$ cat config.mk
export PLATFORM = sky130hd
export DESIGN_NAME = prio_lvl_mask
export DESIGN_NICKNAME = d
export VERILOG_FILES = /design/src/rtl/prio_lvl_pkg.sv /design/src/rtl/prio_lvl_ctrl.sv /design/src/rtl/prio_lvl_dp.sv /design/src/rtl/prio_lvl_mask.sv
export SDC_FILE = /design/constraint.sdc
export NUM_CORES = 1
export LEC_CHECK = 0
export BUFFER_PORTS_ARGS = -buffer_cell sky130_fd_sc_hd__buf_2
export CAP_MARGIN = 25
export CORE_UTILIZATION = 40
export CTS_CLUSTER_SIZE = 8
export DETAILED_ROUTE_END_ITERATION = 10
export MAX_ROUTING_LAYER = met4
export PLACE_DENSITY = 0.68
export SETUP_SLACK_MARGIN = 0.1
export SLEW_MARGIN = 20
export SYNTH_ARGS = -nofsm -noshare
export SYNTH_HDL_FRONTEND = slang
export SYNTH_SLANG_ARGS = --single-unit
$ cat constraint.sdc
create_clock -name clk -period 10.2 [get_ports clk]
set_clock_uncertainty 0.15 [all_clocks]
set_input_delay 1.02 -clock clk [delete_from_list [all_inputs] [get_ports clk]]
set_output_delay 1.02 -clock clk [all_outputs]
set_load 0.02 [all_outputs]
$ cat src/rtl/prio_lvl_pkg.sv
package prio_lvl_pkg;
  typedef enum logic [1:0] {
    OP_SETLVL  = 2'd0,
    OP_SERVICE = 2'd1,
    OP_COMMIT  = 2'd2,
    OP_RESTORE = 2'd3
  } prioOp_e;

  typedef struct packed {
    logic doLevel;
    logic doSvc;
    logic doCommit;
  } prioStb_t;
endpackage

$ cat src/rtl/prio_lvl_ctrl.sv
module prio_lvl_ctrl
  import prio_lvl_pkg::*;
(
  input  logic       cmdValid,
  input  logic [1:0] cmdOp,
  output prioStb_t   stb
);
  prioOp_e op;
  assign op = prioOp_e'(cmdOp);

  always_comb begin
    stb = '0;
    if (cmdValid) begin
      unique case (op)
        OP_SETLVL, OP_RESTORE: stb.doLevel  = 1'b1;
        OP_SERVICE:            stb.doSvc    = 1'b1;
        OP_COMMIT:             stb.doCommit = 1'b1;
        default:               stb = '0;
      endcase
    end
  end
endmodule

$ cat src/rtl/prio_lvl_dp.sv
module prio_lvl_dp
  import prio_lvl_pkg::*;
#(
  parameter int NUM_SRC  = 8,
  parameter int VEC_BASE = 16,
  parameter int VEC_W    = 8,
  localparam int SW = $clog2(NUM_SRC),
  localparam int EW = SW + 2,
  localparam int LW = $clog2(NUM_SRC + 1)
) (
  input  logic                 clk,
  input  logic                 rstN,
  input  prioStb_t             stb,
  input  logic [LW-1:0]        cmdLevel,
  input  logic                 tblWe,
  input  logic [SW-1:0]        tblAddr,
  input  logic signed [EW-1:0] tblData,
  input  logic [NUM_SRC-1:0]   irqEn,
  input  logic [NUM_SRC-1:0]   fiqEn,
  input  logic [NUM_SRC-1:0]   pendReq,
  output logic [NUM_SRC-1:0]   enWord,
  output logic                 svcHit,
  output logic                 svcNone,
  output logic [SW-1:0]        srcId,
  output logic [VEC_W-1:0]     vecNum,
  output logic [LW-1:0]        prevLevel,
  output logic [NUM_SRC-1:0]   clrMask,
  output logic                 loadErr
);
  localparam logic signed [EW-1:0] TERM  = '1;
  localparam logic signed [EW-1:0] NSRC  = EW'(NUM_SRC);
  localparam logic [LW-1:0]        LVMAX = LW'(NUM_SRC);

  logic signed [EW-1:0] tbl  [NUM_SRC];
  logic [SW-1:0]        rank [NUM_SRC];
  logic [SW-1:0]        rankNew [NUM_SRC];
  logic [LW-1:0]        level, levelNext;

  // list validation and rank construction
  logic          termFound, badEntry, listOk;
  logic [SW:0]   termIdx, nextRank;
  logic [NUM_SRC-1:0] listed;

  always_comb begin
    termFound = 1'b0;
    termIdx   = '0;
    for (int i = 0; i < NUM_SRC; i++) begin
      if (!termFound && tbl[i] == TERM) begin
        termFound = 1'b1;
        termIdx   = (SW+1)'(i);
      end
    end
    badEntry = 1'b0;
    for (int i = 0; i < NUM_SRC; i++) begin
      if ((SW+1)'(i) < termIdx) begin
        if (tbl[i] < 0 || tbl[i] >= NSRC) badEntry = 1'b1;
        for (int j = i + 1; j < NUM_SRC; j++)
          if ((SW+1)'(j) < termIdx && tbl[j] == tbl[i]) badEntry = 1'b1;
      end
    end
    listOk = termFound && !badEntry;

    listed = '0;
    for (int s = 0; s < NUM_SRC; s++) rankNew[s] = '0;
    for (int i = 0; i < NUM_SRC; i++) begin
      if ((SW+1)'(i) < termIdx) begin
        listed[tbl[i][SW-1:0]]  = 1'b1;
        rankNew[tbl[i][SW-1:0]] = SW'(i);
      end
    end
    nextRank = termIdx;
    for (int s = 0; s < NUM_SRC; s++) begin
      if (!listed[s]) begin
        rankNew[s] = nextRank[SW-1:0];
        nextRank   = nextRank + 1'b1;
      end
    end
  end

  // request scan at the current level
  logic [NUM_SRC-1:0] curMask, nextMask, cand;
  logic               found;
  logic [SW-1:0]      bestSrc, bestRank;

  always_comb begin
    for (int s = 0; s < NUM_SRC; s++) curMask[s] = LW'(rank[s]) < level;
    cand     = pendReq & irqEn & curMask;
    found    = 1'b0;
    bestSrc  = '0;
    bestRank = '0;
    for (int s = 0; s < NUM_SRC; s++) begin
      if (cand[s] && (!found || rank[s] < bestRank)) begin
        found    = 1'b1;
        bestSrc  = SW'(s);
        bestRank = rank[s];
      end
    end
  end

  always_comb begin
    levelNext = level;
    if (stb.doLevel && cmdLevel <= LVMAX) levelNext = cmdLevel;
    else if (stb.doSvc && found)          levelNext = LW'(bestRank);
    for (int s = 0; s < NUM_SRC; s++) nextMask[s] = LW'(rank[s]) < levelNext;
  end

  always_ff @(posedge clk or negedge rstN) begin
    if (!rstN) begin
      for (int i = 0; i < NUM_SRC; i++) begin
        tbl[i]  <= TERM;
        rank[i] <= SW'(i);
      end
      level     <= '0;
      enWord    <= '0;
      svcHit    <= 1'b0;
      svcNone   <= 1'b0;
      srcId     <= '0;
      vecNum    <= '0;
      prevLevel <= '0;
      clrMask   <= '0;
      loadErr   <= 1'b0;
    end else begin
      if (tblWe) tbl[tblAddr] <= tblData;
      if (stb.doCommit) begin
        loadErr <= !listOk;
        if (listOk) for (int s = 0; s < NUM_SRC; s++) rank[s] <= rankNew[s];
      end
      level   <= levelNext;
      enWord  <= (nextMask & irqEn) | fiqEn;
      svcHit  <= stb.doSvc && found;
      svcNone <= stb.doSvc && !found;
      clrMask <= '0;
      if (stb.doSvc && found) begin
        srcId     <= bestSrc;
        vecNum    <= VEC_W'(VEC_BASE) + VEC_W'(bestSrc);
        prevLevel <= level;
        clrMask   <= NUM_SRC'(1) << bestSrc;
      end
    end
  end

  // checks beside the logic they guard
  assert_clr_onehot_R7: assert property (@(posedge clk) disable iff (!rstN)
    svcHit |-> ($onehot0(clrMask) && clrMask != '0));
  assert_clr_was_pending_R7: assert property (@(posedge clk) disable iff (!rstN)
    svcHit |-> ((clrMask & $past(pendReq)) == clrMask));
  assert_hit_none_excl_R11: assert property (@(posedge clk) disable iff (!rstN)
    !(svcHit && svcNone));
  assert_none_keeps_level_R11: assert property (@(posedge clk) disable iff (!rstN)
    svcNone |-> (level == $past(level)) && clrMask == '0);
  assert_svc_lowers_level_R5: assert property (@(posedge clk) disable iff (!rstN)
    svcHit |-> (level < prevLevel));
  assert_fiq_bypass_R6: assert property (@(posedge clk) disable iff (!rstN)
    $past(rstN) |-> ((enWord & $past(fiqEn)) == $past(fiqEn)));
  assert_level_in_range_R10: assert property (@(posedge clk) disable iff (!rstN)
    level <= LVMAX);
endmodule

$ cat src/rtl/prio_lvl_mask.sv
module prio_lvl_mask
  import prio_lvl_pkg::*;
#(
  parameter int NUM_SRC  = 8,
  parameter int VEC_BASE = 16,
  parameter int VEC_W    = 8,
  localparam int SW = $clog2(NUM_SRC),
  localparam int EW = SW + 2,
  localparam int LW = $clog2(NUM_SRC + 1)
) (
  input  logic                 clk,
  input  logic                 rstN,
  input  logic                 tblWe,
  input  logic [SW-1:0]        tblAddr,
  input  logic signed [EW-1:0] tblData,
  input  logic                 cmdValid,
  input  logic [1:0]           cmdOp,
  input  logic [LW-1:0]        cmdLevel,
  input  logic [NUM_SRC-1:0]   irqEn,
  input  logic [NUM_SRC-1:0]   fiqEn,
  input  logic [NUM_SRC-1:0]   pendReq,
  output logic [NUM_SRC-1:0]   enWord,
  output logic                 svcHit,
  output logic                 svcNone,
  output logic [SW-1:0]        srcId,
  output logic [VEC_W-1:0]     vecNum,
  output logic [LW-1:0]        prevLevel,
  output logic [NUM_SRC-1:0]   clrMask,
  output logic                 loadErr
);
  prioStb_t stb;

  prio_lvl_ctrl u_ctrl (
    .cmdValid(cmdValid),
    .cmdOp   (cmdOp),
    .stb     (stb)
  );

  prio_lvl_dp #(
    .NUM_SRC (NUM_SRC),
    .VEC_BASE(VEC_BASE),
    .VEC_W   (VEC_W)
  ) u_dp (
    .clk      (clk),
    .rstN     (rstN),
    .stb      (stb),
    .cmdLevel (cmdLevel),
    .tblWe    (tblWe),
    .tblAddr  (tblAddr),
    .tblData  (tblData),
    .irqEn    (irqEn),
    .fiqEn    (fiqEn),
    .pendReq  (pendReq),
    .enWord   (enWord),
    .svcHit   (svcHit),
    .svcNone  (svcNone),
    .srcId    (srcId),
    .vecNum   (vecNum),
    .prevLevel(prevLevel),
    .clrMask  (clrMask),
    .loadErr  (loadErr)
  );
endmodule

After elaboration in Yosys (flattened, before gate mapping). Cells that the tools add are included.

Input port bits: 42. Logic and storage cells: 437. Output and inout port bits: 34. Register bits after elaboration: 102.

Shifts and indexed selects: 1. Reductions and logical operators: 97. $add $sub $neg: 8. Order comparisons: 80. Equality and inequality tests: 39. Bitwise logic cells: 35. Muxes and demuxes: 152.

Operator list (number): 24-bit 2-to-1 mux (6); 5-bit == test (28); 3-bit 2-to-1 mux (39); 1-bit 2-to-1 mux (73); 8-bit 2-to-1 mux (9); 8-bit bitwise OR (9); 3-bit by 4-bit less-than comparator with 1-bit output (16); 3-bit demux with 3-bit select (7); 1-bit logical AND (62); 8-bit AND (6); 16-bit bitwise OR (3); 40-bit bitwise mux (1); 5-bit by 1-bit == test with 1-bit output, second input constant (8); 5-bit >= comparator, second input constant (8); 5-bit by 1-bit less-than comparator with 1-bit output, second input constant (8); 16-bit AND (2); 4-bit >= comparator, second input constant (8); 3-bit by 4-bit less-than comparator with 1-bit output, second input constant (8); 4-bit by 1-bit less-than comparator with 1-bit output, second input constant (8); 16-bit inverter (2); 3-bit inverter with 4-bit output (8); 1-bit demux with 3-bit select (8); 3-bit by 1-bit >= comparator with 1-bit output, second input constant (8); 8-bit inverter (3); other kinds (22) (74).

Logic depth before layout (Yosys ltp).
Word-level depth: 71. Mapped depth: 61. Mapped depth without buffers: 61.

Cells and area by module. A second synthesis with hierarchy kept.

Cell total of the unflattened synthesis: 988. Area, all modules: 8384.3 µm².

By module, submodules not included: prio_lvl_dp (area each 8333.0 µm², times used 1, cells each 981, sequential area each 2442.3 µm²); prio_lvl_ctrl (area each 51.3 µm², times used 1, cells each 7, sequential area each 0.0 µm²).

Least setup slack after synthesis. No wires, ideal clock.

Kind: input -> register. Start: in pendReq[0]. End: reg u_dp.enWord[7]. Required time: 9.921 ns. Stages on the path: 51. Library setup time: 0.129 ns. Slack: -0.609 ns. Path buffers: 0. Arrival time: 10.530 ns. Path through: o2111a_1 -> nand2_1 -> ha_1 -> o21ai_0 -> a21oi_1 -> a21oi_1 -> mux2_2 -> ha_1 -> a21o_1 -> nor2_1 -> o21a_1 -> o21a_1 -> inv_1 -> a21oi_1 -> inv_1 -> ha_1 -> a21oi_1 -> nand2_1 -> [... 15 more ...] -> mux2i_1 -> ha_1 -> inv_1 -> a211o_1 -> o211ai_4 -> o21ai_0 -> ha_1 -> or2_2 -> a311oi_4 -> nor2_2 -> mux2_1 -> a211oi_2 -> a21oi_1 -> ha_1 -> nand2b_1 -> nor2_1 -> a211oi_1 -> o21ai_2.

Cells in the longest elaborated chain, start to end: 37. Elaborated cells on any way between the ends: 52. Those cells by class: order compare (8); mux (18); bitwise (4); reduce/logical (22).

RTL lines: start, declared (line prio_lvl_mask.sv:21) `input logic [NUM_SRC-1:0] pendReq,`; 8-bit AND (*) (2 in series) (line prio_lvl_dp.sv:87) `cand = pendReq & irqEn & curMask;`; 3-bit 2-to-1 mux / 1-bit 2-to-1 mux (equally long branches) (line prio_lvl_dp.sv:92) `if (cand[s] && (!found || rank[s] < bestRank)) begin`; 3-bit less-than comparator / 1-bit zero test (equally long branches) (line prio_lvl_dp.sv:92); 1-bit logical OR (line prio_lvl_dp.sv:92); 1-bit logical AND (line prio_lvl_dp.sv:92); 3-bit 2-to-1 mux / 1-bit 2-to-1 mux (equally long branches) (line prio_lvl_dp.sv:92); 3-bit less-than comparator / 1-bit zero test (equally long branches) (line prio_lvl_dp.sv:92); 1-bit logical OR (line prio_lvl_dp.sv:92); [... 20 more ...]; 1-bit logical AND (line prio_lvl_dp.sv:92); 1-bit 2-to-1 mux (line prio_lvl_dp.sv:92); 1-bit logical AND (line prio_lvl_dp.sv:103) `else if (stb.doSvc && found) levelNext = LW'(bestRank);`; 4-bit 2-to-1 mux (*) (line prio_lvl_dp.sv:103); 4-bit 2-to-1 mux (*) (line prio_lvl_dp.sv:102) `if (stb.doLevel && cmdLevel <= LVMAX) levelNext = cmdLevel;`; 3-bit by 4-bit less-than comparator with 1-bit output (*) (line prio_lvl_dp.sv:104) `for (int s = 0; s < NUM_SRC; s++) nextMask[s] = LW'(rank[s]) < levelNext;`; 8-bit AND (*) (line prio_lvl_dp.sv:129) `enWord <= (nextMask & irqEn) | fiqEn;`; 8-bit bitwise OR (*) (line prio_lvl_dp.sv:129); end signal, assigned (line prio_lvl_dp.sv:129); end, declared (line prio_lvl_dp.sv:21) `output logic [NUM_SRC-1:0] enWord,`.

Mark *: on every way between the ends. The rest lies on a longest branch, timed or not. A chain may end at the register's enable or synchronous reset.

Final worst setup path.
Start: reg u_dp.rank[22] in the netlist's numbering. End: reg u_dp.clrMask[2].

Cells in the longest elaborated chain, start to end: 33. Elaborated cells on any way between the ends: 55. Those cells by class: order compare (8); shift (1); mux (23); bitwise (1); reduce/logical (22).

RTL lines: start, declared (line prio_lvl_dp.sv:35) `logic [SW-1:0] rank [NUM_SRC];`; start signal, assigned by index (line prio_lvl_dp.sv:111) `rank[i] <= SW'(i);`; 3-bit by 4-bit less-than comparator with 1-bit output (line prio_lvl_dp.sv:86) `for (int s = 0; s < NUM_SRC; s++) curMask[s] = LW'(rank[s]) < level;`; 8-bit AND (line prio_lvl_dp.sv:87); 3-bit 2-to-1 mux / 1-bit 2-to-1 mux (equally long branches) (line prio_lvl_dp.sv:92); 3-bit less-than comparator / 1-bit zero test (equally long branches) (line prio_lvl_dp.sv:92); 1-bit logical OR (line prio_lvl_dp.sv:92); 1-bit logical AND (line prio_lvl_dp.sv:92); 3-bit 2-to-1 mux / 1-bit 2-to-1 mux (equally long branches) (line prio_lvl_dp.sv:92); 3-bit less-than comparator / 1-bit zero test (equally long branches) (line prio_lvl_dp.sv:92); [... 17 more ...]; 1-bit logical AND (line prio_lvl_dp.sv:92); 3-bit 2-to-1 mux / 1-bit 2-to-1 mux (equally long branches) (line prio_lvl_dp.sv:92); 3-bit less-than comparator / 1-bit zero test (equally long branches) (line prio_lvl_dp.sv:92); 1-bit logical OR (line prio_lvl_dp.sv:92); 1-bit logical AND (line prio_lvl_dp.sv:92); 3-bit 2-to-1 mux / 1-bit 2-to-1 mux (equally long branches) (line prio_lvl_dp.sv:92); 1-bit by 3-bit left shift with 8-bit output / 1-bit logical AND (equally long branches) (line prio_lvl_dp.sv:137, prio_lvl_dp.sv:133); 8-bit 2-to-1 mux (*) (line prio_lvl_dp.sv:133) `if (stb.doSvc && found) begin`; end signal, assigned (line prio_lvl_dp.sv:137) `clrMask <= NUM_SRC'(1) << bestSrc;`; end, declared (line prio_lvl_dp.sv:27) `output logic [NUM_SRC-1:0] clrMask,`.

Marked as above.

==> impl_results.md <==
* Mean number of vias per cell at 5.864
* Clock sink total at 95
* Synth Flop Type: dfstp_2
* Tcrit/Tclk final at 100.3%
* Startpoint types: register
* First-pass GRT wire length at 41050 um
* R2R depth at 67
* Cts-stage hold buffer count at 0
* Initial antenna violation count at 0
* DIE HEIGHT at 146.9 um
* Crit path buf inv count at 36
* Most frequent cells in the layout: buf_4, nor2_1, buf_2
* Htree depth at 3
* Reg2reg setup slack at -0.03 ns
* CTS tree: built
* Row count at 52
* Leak at 4.257 nW
* Largest delay share family, worst path: buffers and inverters
* DRC viols at 0
* CTS Buf Count at 9
* Max-slew violations at 0
* Non-Filler Instances at 1364
* Antenna-violating nets left at 0
* Worst Max-Slew Pin Slew at 1.095 ns
* Number of global-route vias before repair at 7700
* Dpl ws at -0.2035 ns
* Crit path DAT at 10.31 ns
* Final hold vios at 0
* Worst-Skew Late Latency at 0.37 ns
* Post-synth cell types at 88
* Slew headroom at 26.53%
* Setup-violating endpoint count in the final report at 1
* Placed inst area at 9102 um^2
* CP max FO at 4
* Highest cell delay on the worst timing path at 0.38 ns
* Clock root cell: clkbuf_16
* Hold_sp: u_dp.vecNum[4]$_DFFE_PN0P_
* #FFs+latches synth at 95
* MaxCap Viol Count at 0
* Placed Instances at 1289
* Worst hold stages at 1
* Reg2reg end: u_dp.clrMask[2]$_DFF_PN0_
* Syn. warnings at 0
* Die width at 146.9 um
* Cells after Synth at 975
* Pwr dens at 325.2 nW/um^2
* GRT Overall Usage at 24.84%
* Synth Cell Area at 8394 um^2
* Die area at 21570 um^2
* Commonest non-fill, non-tap cell in the layout: buf_4
* Clk pin slew, worst setup/hold paths at 0.07 ns
* Failing checks: negative setup slack
* Worst setup EP type: register
* Critical Path Most Common Cell: buf_4
* Worst EP required at 10.28 ns
* Pre-Repair DR Iteration Count at 8
* N_diodes at 0
* Final GP Congestion at 0.9649
* Min-delay worst type: reg -> reg
* Worst reg2reg startpoint: u_dp.rank[22]$_DFFE_PN0P_
* Pin count of the biggest net entering global routing at 72
* Peak supply drop at 0.1177 mV
* Core area at 20430 um^2
* # nets final at 1180
* Crit-path slowest cell: dfrtp_1
* FMAX at 97.79 MHz
* Num ports at 76
* Ratio of cells with drive above 1 in the final layout at 33.82%
* Sequential share of the synthesized area at 29.10%
* Tmin final at 10.23 ns
* DP Wirelength at 18400 um
* Number of port buffers at 71
* P&R area growth vs syn at 22.19%
* Hold Path Sink: u_dp.vecNum[4]$_DFFE_PN0P_
* Initial Util at 41.09%
* Status: finished with violations
* Worst setup margin at -0.02563 ns
* Number of synthesized flops with an enable pin at 0
* DR iter-0 viols at 599
* Synthesized area per cell at 8.610 um^2
* Grt ovf at 0
* Total Routed Length at 26380 um
* Setup TNS at -0.02563 ns
* Routed len/inst at 19.34 um
* Via count at 7999
* Async S/R FF share, synth at 100.0%
* Worst-case clock buffer depth at 2
* Post-route cell area at 10260 um^2
* Setup Crit Path Kind: reg -> reg
* RSZ-0062 raised after global routing: yes
[state kept, by name, indices dropped and copies added (netlist names)]
register        cells
u_dp.tbl           40
u_dp.vecNum         2
u_dp.level          4
u_dp.loadErr        1
u_dp.prevLevel      4
u_dp.srcId          2
u_dp.enWord         8
u_dp.svcHit         1
u_dp.clrMask        8
u_dp.rank          24
u_dp.svcNone        1
[power breakdown]
| part | internal, W | switching, W |
|---|---|---|
| registers | 0.000535 | 0.000256 |
| logic | 0.00111 | 0.00110 |
| clock network | 0.000172 | 0.000165 |
| total | 0.00181 | 0.00152 |
[area by class of cell]
cell class	instances	area, um^2
fillers	1913	10170
multi-input cells	779	5969
flip-flops and latches	95	2442
repair buffers	160	1056
well taps	270	337.8
clock buffers	10	229.0
inverters	44	165.2
clock inverters	6	57.56
[layer usage]
layer	routed length, um	vias to the layer above	GRT usage, %
met1	10940	3816	29.88
met2	13040	337	40.55
met4	973	0	11.56
met3	1432	87	4.161
met5	0	-	-
li1	-	3759	-
[cells by family (layout without fill, tap and decap cells)]
kind of cell             Yosys count  count (layout)  synth area share [%]
multiplexers                      53              53                 7.348
adder cells (fa/ha/maj)           51              51                 7.572
AO/OA/AOI/OAI                    244             244                 20.27
flip-flops                        95              95                 29.10
XOR/XNOR                         100             100                 10.52
AND/OR/NAND/NOR                  327             327                 19.76
other                              1               4               0.04467
buffers and inverters            104             220                 5.381
[Yosys cell counts, types with 15 or more instances]
library cell	number	area share, %
xor2_1	38	4.0
dfstp_2	52	16
buf_1	15	0.67
a21oi_1	66	3.9
nand4_1	18	1.3
nor2_1	82	3.7
nand2_1	67	3.0
nor3_1	37	2.2
buf_2	15	0.89
mux2_2	41	5.5
clkbuf_1	19	0.85
dfrtp_1	43	13
o21ai_0	43	2.6
xnor2_1	61	6.4
nand2b_1	24	1.8
ha_1	49	7.3
inv_1	43	1.9
nand3_1	30	1.8
[how the worst max path moves through the flow]
stage                     cells past startpoint                 startpoint  slack (ns)                   endpoint
after global placement                       51                   irqEn[0]       0.008   u_dp.enWord[0]$_DFF_PN0_
after CTS                                    54  u_dp.rank[22]$_DFFE_PN0P_        0.11   u_dp.enWord[5]$_DFF_PN0_
after global routing                         54  u_dp.rank[22]$_DFFE_PN0P_       -0.41   u_dp.enWord[2]$_DFF_PN0_
after detailed placement                     54                   irqEn[0]       -0.20   u_dp.enWord[7]$_DFF_PN0_
final                                        67  u_dp.rank[22]$_DFFE_PN0P_       -0.03  u_dp.clrMask[2]$_DFF_PN0_
after floorplan                              52                   irqEn[0]        0.12   u_dp.enWord[7]$_DFF_PN0_
[per-stage QoR]
step	hold slack (ns)	utilization, %	power, W
floorplan	0.3408	-	0.002029
global placement	0.3024	44.56	0.002473
detailed placement	0.3028	44.56	0.002502
CTS	0.3198	47.64	0.003031
global route	0.3318	50.21	0.003592
finish	0.3134	50.21	0.003336
[worst register-to-register path, delay by kind of cell, from the launching register on]
kind                       cells  cell delay, ns
adders and majority gates      5            1.40
AOI/OAI and AO/OA             18            2.68
and+or+nand+nor                7            0.80
muxes                          1            0.33
buffers and inverters         36            4.37
DFF                            1            0.38
[timing repair]
| action | 4_1_cts | 5_1_grt |
|---|---|---|
| endpoints found under the setup margin | 8 | 18 |
| gates resized for setup | 8 | 86 |
| setup buffers | 41 | 21 |
| pin swaps | 5 | 55 |
No activity file was read; power rests on OpenSTA's default activity.
